[config.mk]
export PLATFORM = sky130hd
export DESIGN_NAME = jitter_atten
export DESIGN_NICKNAME = d
export VERILOG_FILES = /design/src/rtl/jatt_pkg.sv /design/src/rtl/jatt_fifo.sv /design/src/rtl/jatt_loop.sv /design/src/rtl/jatt_nco.sv /design/src/rtl/jitter_atten.sv
export SDC_FILE = /design/constraint.sdc
export NUM_CORES = 1
export LEC_CHECK = 0
export ABC_CLOCK_PERIOD_IN_PS = 4000
export BUFFER_PORTS_ARGS = -buffer_cell sky130_fd_sc_hd__buf_4
export CELL_PAD_IN_SITES_DETAIL_PLACEMENT = 1
export CELL_PAD_IN_SITES_GLOBAL_PLACEMENT = 2
export CORE_ASPECT_RATIO = 0.7
export CORE_MARGIN = 5
export CORE_UTILIZATION = 46
export CTS_BUF_LIST = sky130_fd_sc_hd__clkbuf_4
export CTS_CLUSTER_DIAMETER = 120
export CTS_CLUSTER_SIZE = 28
export DETAILED_ROUTE_END_ITERATION = 8
export PLACE_DENSITY = 0.91
export RECOVER_POWER = 50
export SYNTH_ARGS = -nofsm -noshare
export SYNTH_HDL_FRONTEND = slang
export SYNTH_SLANG_ARGS = --single-unit
[constraint.sdc]
create_clock -name clk -period 4 [get_ports clk]
set_input_delay 0.2 -clock clk [delete_from_list [all_inputs] [get_ports clk]]
set_output_delay 0.2 -clock clk [all_outputs]
set_load 0.01 [all_outputs]
[src/rtl/jatt_pkg.sv]
`timescale 1ns/1ps
package jatt_pkg;
  typedef logic [1:0] sym_t;

  // true when a fill level sits inside the guard margin at either end
  function automatic logic in_guard(input int unsigned lvl, input int unsigned dep,
                                    input int unsigned grd);
    return (lvl <= grd) || (lvl + grd >= dep);
  endfunction
endpackage

[src/rtl/jatt_fifo.sv]
`timescale 1ns/1ps
module jatt_fifo #(
  parameter int AW = 6
) (
  input  logic           clk,
  input  logic           rst,
  input  logic           init,
  input  logic [AW:0]    depth,
  input  logic           wr,
  input  jatt_pkg::sym_t wdata,
  input  logic           rd,
  output logic           rd_valid,
  output jatt_pkg::sym_t rd_data,
  output logic           rd_stale,
  output logic           ovf,
  output logic           unf,
  output logic [AW:0]    fill
);
  import jatt_pkg::*;
  localparam int N = 1 << AW;

  sym_t          mem [N];
  logic [AW-1:0] wptr, rptr, mask, wbase;
  logic [AW:0]   half, stale_cnt;
  logic          full_hit, empty_hit, slip, we, re;

  assign mask      = AW'(depth - (AW+1)'(1));
  assign half      = depth >> 1;
  assign full_hit  = wr && !rd && (fill == depth);
  assign empty_hit = rd && (fill == '0);
  assign slip      = full_hit || empty_hit;
  assign we        = wr && !init && !slip;
  assign re        = rd && !init && !slip;
  assign wbase     = rst ? '0 : (wptr & mask);

  // storage: plain write port and registered read port
  always_ff @(posedge clk) begin
    if (we) mem[wptr] <= wdata;
    if (re) rd_data <= mem[rptr];
  end

  always_ff @(posedge clk) begin
    if (init) begin
      wptr      <= wbase;
      rptr      <= (wbase - half[AW-1:0]) & mask;
      fill      <= half;
      stale_cnt <= half;
      rd_valid  <= 1'b0;
      rd_stale  <= 1'b0;
      ovf       <= 1'b0;
      unf       <= 1'b0;
    end else if (slip) begin
      rptr      <= (wptr - half[AW-1:0]) & mask;
      fill      <= half;
      stale_cnt <= half;
      rd_valid  <= 1'b0;
      ovf       <= full_hit;
      unf       <= empty_hit;
    end else begin
      ovf      <= 1'b0;
      unf      <= 1'b0;
      rd_valid <= re;
      if (we) wptr <= (wptr + 1'b1) & mask;
      if (re) begin
        rptr     <= (rptr + 1'b1) & mask;
        rd_stale <= (stale_cnt != '0);
        if (stale_cnt != '0) stale_cnt <= stale_cnt - 1'b1;
      end
      fill <= fill + (AW+1)'(we) - (AW+1)'(re);
    end
  end
endmodule

[src/rtl/jatt_loop.sv]
`timescale 1ns/1ps
module jatt_loop #(
  parameter int              AW        = 6,
  parameter int              ACC_W     = 24,
  parameter logic [ACC_W-1:0] NOM_INC  = 24'h200000,
  parameter int              GUARD     = 2,
  parameter int              NARROW_SH = 6,
  parameter int              WIDE_SH   = 1,
  parameter int              ERR_SC    = 16
) (
  input  logic             clk,
  input  logic             init,
  input  logic [AW:0]      fill,
  input  logic [AW:0]      depth,
  output logic             wide,
  output logic [ACC_W-1:0] inc
);
  import jatt_pkg::*;
  localparam int EW = ACC_W + 2;
  localparam logic signed [EW-1:0] MAX_S = EW'(longint'(1) << (ACC_W - 1));
  localparam logic signed [EW-1:0] MIN_S = EW'(1);

  logic [AW:0]             half;
  logic signed [AW+1:0]    err;
  logic signed [EW-1:0]    scaled, corr, sum;
  logic                    win;
  logic [ACC_W-1:0]        inc_n;

  assign half   = depth >> 1;
  assign err    = $signed({1'b0, fill}) - $signed({1'b0, half});
  assign scaled = EW'(err) <<< ERR_SC;
  assign win    = in_guard(32'(fill), 32'(depth), 32'(GUARD));

  // gain picked by the guard window; result clamped to a legal rate
  always_comb begin
    corr = win ? (scaled >>> WIDE_SH) : (scaled >>> NARROW_SH);
    sum  = $signed({2'b00, NOM_INC}) + corr;
    if (sum < MIN_S)      inc_n = ACC_W'(MIN_S);
    else if (sum > MAX_S) inc_n = ACC_W'(MAX_S);
    else                  inc_n = ACC_W'(sum);
  end

  always_ff @(posedge clk) begin
    if (init) begin
      inc  <= NOM_INC;
      wide <= 1'b0;
    end else begin
      inc  <= inc_n;
      wide <= win;
    end
  end
endmodule

[src/rtl/jatt_nco.sv]
`timescale 1ns/1ps
module jatt_nco #(
  parameter int ACC_W = 24
) (
  input  logic             clk,
  input  logic             init,
  input  logic [ACC_W-1:0] inc,
  output logic             stb,
  output logic             msb
);
  logic [ACC_W-1:0] acc;
  logic [ACC_W:0]   nxt;

  assign nxt = {1'b0, acc} + {1'b0, inc};
  assign msb = acc[ACC_W-1];

  always_ff @(posedge clk) begin
    if (init) begin
      acc <= '0;
      stb <= 1'b0;
    end else begin
      acc <= nxt[ACC_W-1:0];
      stb <= nxt[ACC_W];
    end
  end
endmodule

[src/rtl/jitter_atten.sv]
`timescale 1ns/1ps
module jitter_atten #(
  parameter int               AW        = 6,
  parameter int               ACC_W     = 24,
  parameter logic [ACC_W-1:0] NOM_INC   = 24'h200000,
  parameter int               GUARD     = 2,
  parameter int               NARROW_SH = 6,
  parameter int               WIDE_SH   = 1,
  parameter int               ERR_SC    = 16
) (
  input  logic       clk,
  input  logic       rst,
  input  logic       bypass,
  input  logic       depth_sel,
  input  logic       in_valid,
  input  logic [1:0] in_data,
  output logic       out_valid,
  output logic [1:0] out_data,
  output logic       out_clk,
  output logic       wide_bw,
  output logic       ovf_evt,
  output logic       unf_evt
);
  import jatt_pkg::*;
  localparam int DEEP    = 1 << AW;
  localparam int SHALLOW = 1 << (AW - 1);

  logic             dsel_q, init_w, stb_w, msb_w, rd_valid_w, rd_stale_w;
  logic [AW:0]      depth_w, fill_w;
  logic [ACC_W-1:0] inc_w;
  sym_t             rd_data_w;

  assign depth_w = depth_sel ? (AW+1)'(DEEP) : (AW+1)'(SHALLOW);
  assign init_w  = rst || bypass || (depth_sel != dsel_q);

  always_ff @(posedge clk) dsel_q <= depth_sel;

  jatt_fifo #(.AW(AW)) u_fifo (
    .clk(clk), .rst(rst), .init(init_w), .depth(depth_w),
    .wr(in_valid), .wdata(in_data), .rd(stb_w),
    .rd_valid(rd_valid_w), .rd_data(rd_data_w), .rd_stale(rd_stale_w),
    .ovf(ovf_evt), .unf(unf_evt), .fill(fill_w)
  );

  jatt_loop #(
    .AW(AW), .ACC_W(ACC_W), .NOM_INC(NOM_INC), .GUARD(GUARD),
    .NARROW_SH(NARROW_SH), .WIDE_SH(WIDE_SH), .ERR_SC(ERR_SC)
  ) u_loop (
    .clk(clk), .init(init_w), .fill(fill_w), .depth(depth_w),
    .wide(wide_bw), .inc(inc_w)
  );

  jatt_nco #(.ACC_W(ACC_W)) u_nco (
    .clk(clk), .init(init_w), .inc(inc_w), .stb(stb_w), .msb(msb_w)
  );

  always_ff @(posedge clk) begin
    if (rst) begin
      out_valid <= 1'b0;
      out_data  <= '0;
      out_clk   <= 1'b0;
    end else if (bypass) begin
      out_valid <= in_valid;
      out_data  <= in_data;
      out_clk   <= 1'b0;
    end else begin
      out_valid <= rd_valid_w;
      out_clk   <= msb_w;
      if (rd_valid_w) out_data <= rd_stale_w ? 2'b00 : rd_data_w;
    end
  end
endmodule

==> impl_metrics.tcl, run 1 <==
set metrics [dict create \
    max_freq_mhz 264.6 \
    place_hpwl_um 16080 \
    setup_repair_after_global_routing_missed_its_margin "false" \
    fin_cells 1054 \
    cts.clk_slew.worst_paths_ps 310 \
    yosys_warnings 0 \
    grt_pass1_wl_um 36600 \
    numClockSinks 206 \
    post-synth-top-area-fraction_pct 45.76 \
    synth_cells 773 \
    antenna_found_initial 1 \
    gr-usage-all-layers_pct 18.87 \
    post-cts-setup-buffers 0 \
    worst-path-buf-inv 1 \
    max_cap_violations 2 \
    worst-slew-pin-transition_ps 2751 \
    drt-pass1-iter-count 5 \
    dpl.cell_count 1031 \
    routed_wl_um 22680 \
    detail_route.wl_per_cell_um 21.52 \
    synthesis.nets 827 \
    hold_path_class "in2reg" \
    synth_cell_count_leaders "148 x sky130_fd_sc_hd__edfxtp_1, 105 x sky130_fd_sc_hd__nor2_1, 58 x sky130_fd_sc_hd__dfxtp_1" \
    flow.area_growth_from_synthesis_pct 4.393 \
    h_tree_levels 1 \
    synth-compound-area-share_pct 6.751 \
    cp_cell_sequence "ha_1, nand3_1, xnor2_1, ha_1, nor2b_1, a311oi_1, o221ai_2, a2111o_1, nand2_1, inv_1, ha_1, nand2_1, nor2_1, nand4_1, and3b_1, mux2i_4, nor2_1" \
    power_density_nw_per_um2 367.7 \
    hold_ws_ps 357.0 \
    die-width_um 183.7 \
    synth_mux_area_share_pct 7.975 \
    critical_path.max_fanout 7 \
    grt_max_degree 66 \
    num-nets-final 827 \
    final_util_pct 48.85 \
    worst-endpoint-required_ps 4600 \
    hold_violations 0 \
    status "finished, violations left" \
    critical_path.max_stage_delay_ps 460 \
    ys_async_sr_fraction_pct 0 \
    place.port_buffers 13 \
    setup_viol_count_final 0 \
    power_leakage_nw 3.382 \
    post_route_drc 0 \
    post-route-period-util_pct 94.49 \
    floorplan.die.height_um 131.6 \
    finalWorstPathRequiredPeriod_ps 3780 \
    largest_family_of_logic_cells_by_synthesized_area "simple AND/OR/NAND/NOR gates" \
    vdd.ir_drop.worst_mv 0.3636 \
    std_cell_rows 44 \
    ys_seq_area_share_pct 57.72 \
    fin_setup_tns_ps 0 \
    finClkSkew_ps 83.97 \
    cts-root-buf "sky130_fd_sc_hd__clkbuf_4" \
    slowest_stage "sky130_fd_sc_hd__dfxtp_2" \
    end_kind "flop" \
    globalRouteOverflowTotal 0 \
    place.gp.congestion 0.8290 \
    dr_total_vias 6082 \
    post-synth-top-area-cell "sky130_fd_sc_hd__edfxtp_1" \
    synth-seq-cells 206 \
    worst_slew_margin_rel_pct -83.39 \
    post_synth.cell_area_avg_um2 12.56 \
    vias_in_the_first_global_route 6410 \
    synthSimpleGateAreaFrac_pct 14.03 \
    layout-drive-gt1-share_pct 10.68 \
    die_area_um2 24170 \
    wp_data_arrival_ps 4380 \
    netlist-cell-type-count 62 \
    critical_path.most_common_cell "sky130_fd_sc_hd__ha_1" \
    syn_area_um2 9712 \
    start_kind "flop" \
    yosys-top-cells-area "sky130_fd_sc_hd__edfxtp_1 46%, sky130_fd_sc_hd__dfxtp_1 12%, sky130_fd_sc_hd__mux4_2 7.4%" \
    critical_path_class "reg2reg" \
    timing.final.max_slew_violations 132 \
    placeableCoreArea_um2 20750 \
    initial_core_utilization_pct 46.79 \
    synth_fa_ha_area_share_pct 6.210 \
    avgViaCountPerCell 5.770 \
    io_pins 14 \
    most_frequently_used_cell_type_in_the_post_synthesis_netlist "sky130_fd_sc_hd__edfxtp_1" \
    clk_path_buf_depth 3 \
    critical_path.top_delay_family "simple AND/OR/NAND/NOR gates" \
    clock_latency_of_the_later_clocked_register_in_the_worst_skew_pair_ps 670 \
    cts_inserted_buffers 11 \
    drt_iter0_markers 508 \
    violations "max-capacitance violations, max-slew violations" \
    area_share_of_xor_xnor_cells_in_the_synthesized_design_pct 4.161 \
    number_of_enable_flip_flop_cells_after_synthesis 148 \
    count_of_nets_left_with_antenna_violations_after_detail_routing 0 \
    tritoncts_clock_tree "done" \
    ys_dominant_reg_cell "sky130_fd_sc_hd__edfxtp_1" \
]
[stage by stage]
stage / instance area, um^2 / worst slack, ps / power, mW
after detailed placement: 10010 / 127.3 / 2.931
final: 10140 / 220.3 / 3.728
after floorplan: 9712 / 417.1 / 2.780
after global routing: 10140 / 13.66 / 3.886
after CTS: 10200 / 83.15 / 3.759
after global placement: 10010 / 348.3 / 2.908
[state kept, by name, indices dropped and copies added, names as in the netlist, 2 cells and up]
name	count
out_data	2
u_fifo.stale_cnt	7
u_fifo.wptr	6
u_fifo.rd_data	2
u_fifo.rptr	6
u_fifo.fill	7
u_loop.inc	15
u_nco.acc	24
u_fifo.mem	128
[metal layers]
metal	global-route usage, %	wire length [um]
met1	29.05	11150
met2	29.31	10360
met3	2.072	773
met4	3.267	364
met5	1.000	34
[logic make-up after synthesis]
group,after synthesis
mux,37
flops,206
simple gates,273
fa+ha+maj,47
buf+inv,65
compound gates,101
xor+xnor,44
[final cells by class]
cell class | instances | area (um^2)
clock buffer | 16 | 120.1
timing repair buffer | 27 | 166.4
tap | 276 | 345.3
multi-input combinational | 502 | 3781
antenna | 1 | 2.502
fill | 2139 | 10620
inverter | 25 | 93.84
sequential | 206 | 5609
clock inverter | 1 | 20.02
[final timing paths]
path / from / end / slack (ps) / cells after the start
hold / removal: depth_sel / dsel_q / 360 / 2
setup reg to reg: u_fifo.fill[3] / u_loop.inc[15] / 220 / 17
setup / recovery: u_fifo.fill[3] / u_loop.inc[15] / 220 / 17
hold reg to reg: u_fifo.stale_cnt[6] / u_fifo.stale_cnt[6] / 500 / 1
[layout by cell type, fill, tap and decap left out, types with 8 or more instances in the layout]
cell type                  Yosys  final
sky130_fd_sc_hd__and3_1       10     10
sky130_fd_sc_hd__clkbuf_4      0     16
sky130_fd_sc_hd__dfxtp_1      58     55
sky130_fd_sc_hd__inv_1        24     24
sky130_fd_sc_hd__o21ai_0      18     18
sky130_fd_sc_hd__nor2_2        8      8
sky130_fd_sc_hd__nor4_1        8      8
sky130_fd_sc_hd__edfxtp_1    148    148
sky130_fd_sc_hd__xnor2_1      28     28
sky130_fd_sc_hd__nand2b_1     11     11
sky130_fd_sc_hd__nand3_1      22     22
sky130_fd_sc_hd__clkbuf_1     20     13
sky130_fd_sc_hd__or3_1        10     10
sky130_fd_sc_hd__nor3_1       17     17
sky130_fd_sc_hd__xor2_1       15     16
sky130_fd_sc_hd__buf_4         4      9
sky130_fd_sc_hd__ha_1         45     45
sky130_fd_sc_hd__mux4_2       32     32
sky130_fd_sc_hd__nor2_1      105    105
sky130_fd_sc_hd__nand2_1      43     43
sky130_fd_sc_hd__a21oi_1      37     37
sky130_fd_sc_hd__a22oi_1      16     16
[power breakdown]
part | internal [mW] | total [mW] | switching [mW]
Clock | 0.195 | 0.839 | 0.643
Combinational | 0.206 | 0.505 | 0.298
Sequential | 2.33 | 2.38 | 0.0560
Total | 2.73 | 3.73 | 0.998
[what timing repair did]
action                                  CTS  global route
endpoints found under the setup margin    0             7
hold buffers                              5             0
gates resized for setup                   0             4
endpoints found under the hold margin    16             0
(Power assumes the default switching activity.)
==> run 2, diff against run 1 <==
- RECOVER_POWER: 50 -> 25
==> impl_metrics.tcl, run 2 (synthesized netlist as in run 1, its figures left out) <==
set metrics [dict create \
    status "finished, violations left" \
    violations "max-capacitance violations, max-slew violations" \
    cts_inserted_buffers 11 \
    worst-endpoint-required_ps 4600 \
    vias_in_the_first_global_route 6410 \
    avgViaCountPerCell 5.800 \
    place.port_buffers 13 \
    post-route-cell-area_um2 10200 \
    critical_path_class "reg2reg" \
    setup_repair_after_global_routing_missed_its_margin "false" \
    grt_pass1_wl_um 36600 \
    numClockSinks 206 \
    clock_latency_of_the_later_clocked_register_in_the_worst_skew_pair_ps 680 \
    multi_input_area_um2 3809 \
    drt-pass1-iter-count 5 \
    worst_slew_margin_rel_pct -82.00 \
    routed_wl_um 22610 \
    mostFrequentLayoutCells "148 x sky130_fd_sc_hd__edfxtp_1, 105 x sky130_fd_sc_hd__nor2_1, 55 x sky130_fd_sc_hd__dfxtp_1" \
    flow.area_growth_from_synthesis_pct 5.063 \
    h_tree_levels 1 \
    power_leakage_nw 3.428 \
    power.share.clock_pct 22.6 \
    count_of_nets_left_with_antenna_violations_after_detail_routing 0 \
    max_cap_violations 2 \
    grt_max_degree 66 \
    timing.hold.worst_endpoint "out_data[0]" \
    hold_path.startpoint "rst" \
    p_switching_mw 1.003 \
    start_kind "flop" \
    power.share.combinational_pct 13.6 \
    gr-usage-all-layers_pct 18.87 \
    initial_core_utilization_pct 46.79 \
    fin_total_pwr_mw 3.739 \
    cp_cell_sequence "ha_1, nand3_1, xnor2_1, ha_1, nor2b_1, a311oi_1, o221ai_2, a2111o_1, nand2_1, inv_1, ha_1, nand2_1, nor2_1, nand4_1, and3b_1, mux2i_4, nor2_1" \
    setup_viol_count_final 0 \
    final_common_cell "sky130_fd_sc_hd__edfxtp_1" \
    switching_share_pct 26.84 \
    clk_path_buf_depth 3 \
    tritoncts_clock_tree "done" \
    critical_path.most_common_cell "sky130_fd_sc_hd__ha_1" \
    detail_route.wl_per_cell_um 21.45 \
    finClkSkew_ps 88.33 \
    fin_cells 1054 \
    layout-drive-gt1-share_pct 12.36 \
    io_pins 14 \
    die_area_um2 24170 \
    reg_area_um2 5609 \
    setup.reg_to_reg.worst_slack_ps 220 \
    post-route-period-util_pct 94.59 \
    placeableCoreArea_um2 20750 \
    max_freq_mhz 264.3 \
    drt_iter0_markers 484 \
    r2r_start "u_fifo.fill[3]" \
    fin_setup_tns_ps 0 \
    internal_power_mw 2.735 \
    place_hpwl_um 16080 \
    worst_hold_path.num_cells 3 \
    reg.largest.list "u_fifo.mem x128, u_nco.acc x24, u_loop.inc x15" \
    antenna_found_initial 1 \
    dpl.cell_count 1031 \
    wp_data_arrival_ps 4390 \
    globalRouteOverflowTotal 0 \
    timing.final.max_slew_violations 132 \
    registers.top_by_ff_count "u_fifo.mem" \
    hold_path_class "in2reg" \
    cts.clk_slew.worst_paths_ps 310 \
    fill_cells 2132 \
    end_kind "flop" \
    flop_pwr_share_pct 63.8 \
    cell_count_of_the_worst_reg_to_reg_path 17 \
    dr_total_vias 6113 \
    post_route_drc 0 \
    power_density_nw_per_um2 366.4 \
    finalWorstPathRequiredPeriod_ps 3783 \
    slowest_stage "sky130_fd_sc_hd__dfxtp_2" \
    die-width_um 183.7 \
    worst-slew-pin-transition_ps 2730 \
    hold_violations 0 \
    hold_ws_ps 340.7 \
    critical_path.reg2reg.endpoint "u_loop.inc[16]" \
    cts-root-buf "sky130_fd_sc_hd__clkbuf_4" \
    critical_path.max_fanout 7 \
    vdd.ir_drop.worst_mv 0.3627 \
    num-nets-final 827 \
    critical_path.max_stage_delay_ps 460 \
    placedInstanceArea_um2 10010 \
    largest_reg_flops 128 \
    std_cell_rows 44 \
    floorplan.die.height_um 131.6 \
    place.gp.congestion 0.8290 \
    post-cts-setup-buffers 0 \
]
[run 2: per-layer routing]
layer	share of wire (%)	global-route usage (%)	vias to the layer above
met5	0	1.000	-
met2	46	29.31	133
met1	49	29.05	3128
met3	4.0	2.072	23
li1	-	-	2829
met4	1.5	3.267	0
[run 2: stage by stage]
stage	utilization, %	worst slack [ps]
global placement	48.23	348.3
floorplan	-	417.1
detailed placement	48.23	127.3
CTS	49.14	83.15
global route	49.16	13.65
finish	49.16	216.6
[run 2: final cells by class]
cell class,instances,area share [%]
multi-input cells,502,37.33
repair buffers,27,1.999
diodes,1,0.02452
clock buffers,16,1.177
inverters,25,0.9197
clock inverters,1,0.1962
well taps,276,3.384
flip-flops and latches,206,54.97
[run 2: worst max path at each step]
stage	cells past startpoint	end	startpoint	slack, ps
2_1_floorplan	19	u_fifo.fill[6]	depth_sel	420
3_3_place_gp	17	u_loop.inc[15]	u_fifo.fill[3]	350
3_5_place_dp	17	u_loop.inc[15]	u_fifo.fill[3]	130
4_1_cts	17	u_loop.inc[15]	u_fifo.fill[3]	80
5_1_grt	17	u_loop.inc[15]	u_fifo.fill[3]	10
6_report	17	u_loop.inc[16]	u_fifo.fill[3]	220
[run 2: critical path, delay by kind of cell, from the launching register on]
kind,cells,cell delay (ps)
buffers and inverters,1,50
and+or+nand+nor,8,1060
muxes,1,340
AOI/OAI and AO/OA,3,850
adders and majority gates,3,800
xor gates and xnor gates,1,150
DFF,1,460
[run 2: what timing repair did]
action                                  CTS  global route
resized for setup                         0             4
hold endpoints to repair                 16             0
hold buffers                              5             0
endpoints found under the setup margin    0             7
[run 2: power by group through the flow]
stage	registers [mW]	logic, mW	clock network [mW]
finish	2.38	0.510	0.844
global route	2.39	0.560	0.940
CTS	2.38	0.513	0.865
detailed placement	2.42	0.506	0
global placement	2.42	0.487	0
floorplan	2.39	0.388	0
